`src/rtl/swst_pkg.sv`:
```
package swst_pkg;

  typedef enum logic [1:0] {
    SEQ_HOLD    = 2'd0,
    SEQ_ADV     = 2'd1,
    SEQ_RESTART = 2'd2,
    SEQ_CLEAR   = 2'd3
  } seq_act_e;

  // Decide how the match position moves for one accepted (or absent) event.
  function automatic seq_act_e seq_decide(logic ev, logic is_rd, logic hit_cur,
                                          logic hit_first);
    seq_act_e a;
    if (!ev)                 a = SEQ_HOLD;
    else if (is_rd && hit_cur)   a = SEQ_ADV;
    else if (is_rd && hit_first) a = SEQ_RESTART;
    else                     a = SEQ_CLEAR;
    return a;
  endfunction

endpackage

```
`src/rtl/swst_addr_match.sv`:
```
module swst_addr_match #(
  parameter int ADDR_W = 15,
  parameter int STEPS  = 6,
  parameter int IDX_W  = 3,
  parameter logic [STEPS*ADDR_W-1:0] SEQ_ADDRS = '0
) (
  input  logic [ADDR_W-1:0] addr,
  input  logic [IDX_W-1:0]  step,
  output logic              hit_cur,
  output logic              hit_first
);

  logic [STEPS-1:0] hit_vec;

  for (genvar g = 0; g < STEPS; g++) begin : g_cmp
    assign hit_vec[g] = (addr == SEQ_ADDRS[g*ADDR_W +: ADDR_W]);
  end

  always_comb begin
    hit_cur = 1'b0;
    for (int i = 0; i < STEPS; i++) begin
      if (step == IDX_W'(i)) hit_cur = hit_vec[i];
    end
  end

  assign hit_first = hit_vec[0];

endmodule

```
`src/rtl/swst_step_track.sv`:
```
module swst_step_track
  import swst_pkg::*;
#(
  parameter int STEPS = 6,
  parameter int IDX_W = 3
) (
  input  logic             clk,
  input  logic             rst_n,
  input  logic             acc_ev,
  input  logic             acc_write,
  input  logic             hit_cur,
  input  logic             hit_first,
  output logic [IDX_W-1:0] step,
  output logic             fire,
  output logic             store_req
);

  localparam logic [IDX_W-1:0] LAST = IDX_W'(STEPS - 1);

  seq_act_e         act;
  logic [IDX_W-1:0] step_nxt;

  assign act  = seq_decide(acc_ev, ~acc_write, hit_cur, hit_first);
  assign fire = (act == SEQ_ADV) && (step == LAST);

  always_comb begin
    unique case (act)
      SEQ_ADV:     step_nxt = fire ? '0 : step + 1'b1;
      SEQ_RESTART: step_nxt = IDX_W'(1);
      SEQ_CLEAR:   step_nxt = '0;
      default:     step_nxt = step;
    endcase
  end

  always_ff @(posedge clk) begin
    if (!rst_n) begin
      step      <= '0;
      store_req <= 1'b0;
    end else begin
      step      <= step_nxt;
      store_req <= fire;
    end
  end

  p_adv_r2: assert property (@(posedge clk) disable iff (!rst_n)
    (acc_ev && !acc_write && hit_cur && step != LAST) |=> step == $past(step) + 1'b1);
  p_write_clear_r4: assert property (@(posedge clk) disable iff (!rst_n)
    (acc_ev && acc_write) |=> (step == '0 && !store_req));
  p_mismatch_r5: assert property (@(posedge clk) disable iff (!rst_n)
    (acc_ev && !acc_write && !hit_cur && !hit_first) |=> step == '0);
  p_restart_r6: assert property (@(posedge clk) disable iff (!rst_n)
    (acc_ev && !acc_write && !hit_cur && hit_first) |=> step == IDX_W'(1));
  p_idle_hold_r9: assert property (@(posedge clk) disable iff (!rst_n)
    !acc_ev |=> ($stable(step) && !store_req));
  p_idx_range_r2: assert property (@(posedge clk) disable iff (!rst_n)
    step <= LAST);

endmodule

```
`src/rtl/swst_busy_hold.sv`:
```
module swst_busy_hold (
  input  logic clk,
  input  logic rst_n,
  input  logic start,
  input  logic done,
  output logic busy
);

  always_ff @(posedge clk) begin
    if (!rst_n)      busy <= 1'b0;
    else if (start)  busy <= 1'b1;
    else if (done)   busy <= 1'b0;
  end

  p_start_idle_r7: assert property (@(posedge clk) disable iff (!rst_n)
    start |-> !busy);
  p_hold_r7: assert property (@(posedge clk) disable iff (!rst_n)
    (busy && !done) |=> busy);
  p_release_r8: assert property (@(posedge clk) disable iff (!rst_n)
    (busy && done) |=> !busy);
  p_stray_done_r8: assert property (@(posedge clk) disable iff (!rst_n)
    (!busy && !start) |=> !busy);

endmodule

```
`src/rtl/swstore_seq_detect.sv`:
```
module swstore_seq_detect #(
  parameter int ADDR_W = 15,
  parameter int STEPS  = 6,
  parameter logic [STEPS*ADDR_W-1:0] SEQ_ADDRS = {
    15'h7396, 15'h2C0D, 15'h54E7, 15'h0F93, 15'h6B21, 15'h1A5C},
  localparam int IDX_W = $clog2(STEPS)
) (
  input  logic              clk,
  input  logic              rst_n,
  input  logic              acc_valid,
  input  logic              acc_write,
  input  logic [ADDR_W-1:0] acc_addr,
  input  logic              store_done,
  output logic              store_req,
  output logic [IDX_W-1:0]  match_idx
);

  logic busy;
  logic accept;
  logic hit_cur;
  logic hit_first;
  logic fire;

  assign accept = acc_valid & ~busy;

  swst_addr_match #(
    .ADDR_W(ADDR_W), .STEPS(STEPS), .IDX_W(IDX_W), .SEQ_ADDRS(SEQ_ADDRS)
  ) u_match (
    .addr      (acc_addr),
    .step      (match_idx),
    .hit_cur   (hit_cur),
    .hit_first (hit_first)
  );

  swst_step_track #(
    .STEPS(STEPS), .IDX_W(IDX_W)
  ) u_track (
    .clk       (clk),
    .rst_n     (rst_n),
    .acc_ev    (accept),
    .acc_write (acc_write),
    .hit_cur   (hit_cur),
    .hit_first (hit_first),
    .step      (match_idx),
    .fire      (fire),
    .store_req (store_req)
  );

  swst_busy_hold u_busy (
    .clk   (clk),
    .rst_n (rst_n),
    .start (fire),
    .done  (store_done),
    .busy  (busy)
  );

  p_req_single_r3: assert property (@(posedge clk) disable iff (!rst_n)
    store_req |=> !store_req);
  p_req_idx_zero_r3: assert property (@(posedge clk) disable iff (!rst_n)
    store_req |-> (match_idx == '0 && busy));
  p_idx_idle_r7: assert property (@(posedge clk) disable iff (!rst_n)
    busy |-> match_idx == '0);
  p_reset_r1: assert property (@(posedge clk)
    !rst_n |=> (!store_req && match_idx == '0 && !busy));

endmodule

```
`config.mk`:
```
export PLATFORM = sky130hd
export DESIGN_NAME = swstore_seq_detect
export DESIGN_NICKNAME = d
export VERILOG_FILES = /design/src/rtl/swst_pkg.sv /design/src/rtl/swst_addr_match.sv /design/src/rtl/swst_step_track.sv /design/src/rtl/swst_busy_hold.sv /design/src/rtl/swstore_seq_detect.sv
export SDC_FILE = /design/constraint.sdc
export NUM_CORES = 1
export LEC_CHECK = 0
export ABC_CLOCK_PERIOD_IN_PS = 2600
export CORE_MARGIN = 2
export CORE_UTILIZATION = 43
export CTS_BUF_LIST = sky130_fd_sc_hd__clkbuf_8
export DETAILED_ROUTE_END_ITERATION = 8
export PLACE_DENSITY = 0.81
export SYNTH_ARGS = -nofsm -noshare
export SYNTH_HDL_FRONTEND = slang
export SYNTH_SLANG_ARGS = --single-unit
```
`constraint.sdc`:
```
create_clock -name clk -period 2.6 [get_ports clk]
set_clock_uncertainty 0.05 [all_clocks]
set_input_delay 0.52 -clock clk [delete_from_list [all_inputs] [get_ports clk]]
set_output_delay 0.52 -clock clk [all_outputs]
set_load 0.05 [all_outputs]
```
==> flow_summary.json <==
{
  "yosys.area_share.simple": 0.4821,
  "ys_seq_area_frac": 0.1786,
  "postPlaceCellArea_um2": 828.3,
  "htree_levels": 1,
  "combPwrFrac": 0.211,
  "die_x_um": 40.11,
  "fin_nets": 122,
  "antenna_found_initial": 0,
  "cts_root_buf": "clkbuf_8",
  "critPathRequiredTime_ps": 2700,
  "num_antenna_cells": 0,
  "rsz0062_at_grt": "false",
  "p_int_w": 0.0002150,
  "dp_cells": 107,
  "stdcell_count": 111,
  "synth_top_area_frac": 0.1786,
  "synth.top_cells.by_area": "dfxtp_1, ha_1, and4b_1",
  "coreArea_um2": 1252,
  "cts.repair.resized": 0,
  "netlist_area_um2": 560.5,
  "portBuffers": 23,
  "async_reset_ff_frac": 0,
  "wl_per_cell_um": 14.75,
  "synth.avg_cell_area_um2": 8.493,
  "critPathMaxFanout": 4,
  "drcViolationCount": 0,
  "start_util": 0.4476,
  "power_density_nw_per_um2": 313.4,
  "worstMarginPinSlew_ps": 505.1,
  "path_buf_inv": 1,
  "post_cts_buffers": 0,
  "grt_max_degree": 9,
  "post-place-ws_ps": -16.46,
  "startpoint_type": "primary input",
  "clkSinkCount": 5,
  "synth_compound_area_frac": 0.1674,
  "ctsHoldBuffers": 0,
  "hold_viol": 0,
  "finalWorstSetupSlack_ps": 202.5,
  "fmax_mhz": 417.1,
  "critPathTopFamily": "compound AO/OA/AOI/OAI gates",
  "synth_common_cells": "inv_1, nand2_1, dfxtp_1, ha_1, o21ai_1",
  "yosysWarnings": 0,
  "synth_nets": 91,
  "crit_type": "in -> reg",
  "grt_pass1_vias": 605,
  "grt_pass1_wl_um": 2497,
  "cpPeakStageDelay_ps": 480,
  "ys.flop_type": "dfxtp_1",
  "switchingPower_w": 0.00005871,
  "die_area_um2": 1608,
  "pwr-share-clk": 0.507,
  "clock_latency_ps": 220,
  "pwr-share-seq": 0.282,
  "maxSlewHeadroom": 0.6622,
  "switching_share": 0.2145,
  "final_layout_size_suffix_gt1_frac": 0.1146,
  "slew_viol_final": 0,
  "place.gp.congestion": 0.8765,
  "holdWs_ps": 434.8,
  "fin_crit_ps": 2398,
  "hp-class": "reg -> reg",
  "fin_crit_sh": 0.9221,
  "io_pins": 24,
  "track_usage": 0.2359,
  "area_growth_pct": 55.80,
  "cts.path.max_buffers": 2,
  "crit_slowest_cell": "clkdlybuf4s50_1",
  "cts_tree": "done",
  "r2r_slack_ps": 260,
  "drtIter0Drc": 24,
  "rows": 13,
  "setup-tns-final_ps": 0,
  "cp-end-kind": "register",
  "crit_chain": "clkdlybuf4s50_1 > nor4b_1 > nand4_1 > a2111oi_2 > nor4_1 > a2111o_1 > o211ai_2",
  "power_leakage_nw": 0.3340,
  "final_area_um2": 873.3,
  "maxCapViolations": 0,
  "die_y_um": 40.11,
  "synth_top_family_by_area": "simple AND/OR/NAND/NOR gates",
  "yosys_register_bits": 5,
  "first_pass_iters": 4,
  "wl_um": 1637,
  "synth-adder-area-share": 0.1116,
  "ys_types": 30,
  "muxShareOfSynthArea": 0,
  "status": "finished, final reports clean",
  "route.vias.total": 667,
  "cp.arrival_ps": 2490,
  "dp_hpwl_um": 1345,
  "numCtsBuffers": 3,
  "synth_xor_area_frac": 0,
  "path_clk_slew_ps": 40,
  "synth_top_cell_by_area": "dfxtp_1",
  "overflow": 0,
  "viasPerCell": 6.009,
  "setup_viol": 0,
  "netlist_instances": 66,
  "vdd_ir_drop_max_uv": 354.3,
  "drtAntennaViolNets": 0,
  "synth_edf_count": 0
}
[worst register-to-register path, delay by kind of cell (launching register included)]
kind                       cells  cell delay [ps]
AOI/OAI and AO/OA              3              950
DFF                            1              360
and+or+nand+nor                3              470
adders and majority gates      2              430
[kinds of logic (layout without fill, tap and decap cells)]
logic type	after synthesis	count (layout)
DFF	5	5
buffers and inverters	7	37
and+or+nand+nor	37	37
AOI/OAI and AO/OA	12	12
adders and majority gates	5	5
[through the flow]
step,power [W],utilization
4_1_cts,0.0002766,0.6973
5_1_grt,0.0002846,0.6973
3_3_place_gp,0.0001343,0.6613
6_report,0.0002737,0.6973
3_5_place_dp,0.0001351,0.6613
2_1_floorplan,0.00009099,-
[routing by layer]
metal  part of all wire  track usage  up-vias
li1                   -            -      321
met1               0.41       0.2824      298
met2               0.47       0.3871       40
met3              0.088      0.08889        8
met4              0.032      0.06897        0
met5                  0            0        -
[area by class of cell]
type                       count  area [µm²]
fill                         110       379.1
clock inverter                 1       3.754
inverter                       6       22.52
clock buffer                   3       41.29
timing repair buffer          27       260.3
tap                           15       18.77
multi-input combinational     54       426.7
sequential                     5       100.1
[power by group through the flow]
stage / registers, W / clock network, W / logic (W)
3_5_place_dp: 0.0000783 / 0 / 0.0000568
6_report: 0.0000772 / 0.000139 / 0.0000576
4_1_cts: 0.0000772 / 0.000142 / 0.0000572
5_1_grt: 0.0000771 / 0.000146 / 0.0000611
3_3_place_gp: 0.0000783 / 0 / 0.0000560
2_1_floorplan: 0.0000783 / 0 / 0.0000127
[registers in the layout (all words and copies together) (netlist names)]
signal / flops
u_track.store_req: 1
u_track.step: 3
u_busy.busy: 1
[worst paths after layout]
kind / cells after the start / startpoint / end
max: 7 / acc_addr[7] / u_track.step[0]
min: 1 / u_busy.busy / u_busy.busy
max reg2reg: 8 / u_track.step[0] / u_track.step[0]
min reg2reg: 1 / u_busy.busy / u_busy.busy
[cells in the final DEF, fill, tap and decap left out, types with 3 or more instances in the layout]
cell,instances
buf_4,4
o21ai_1,4
dfxtp_1,5
ha_1,5
nor3_1,3
and4b_1,3
nand2_1,6
clkdlybuf4s50_1,23
inv_1,7
nand3_1,3
nand4b_1,3
clkbuf_8,3
No activity file was read; power rests on OpenSTA's default activity.
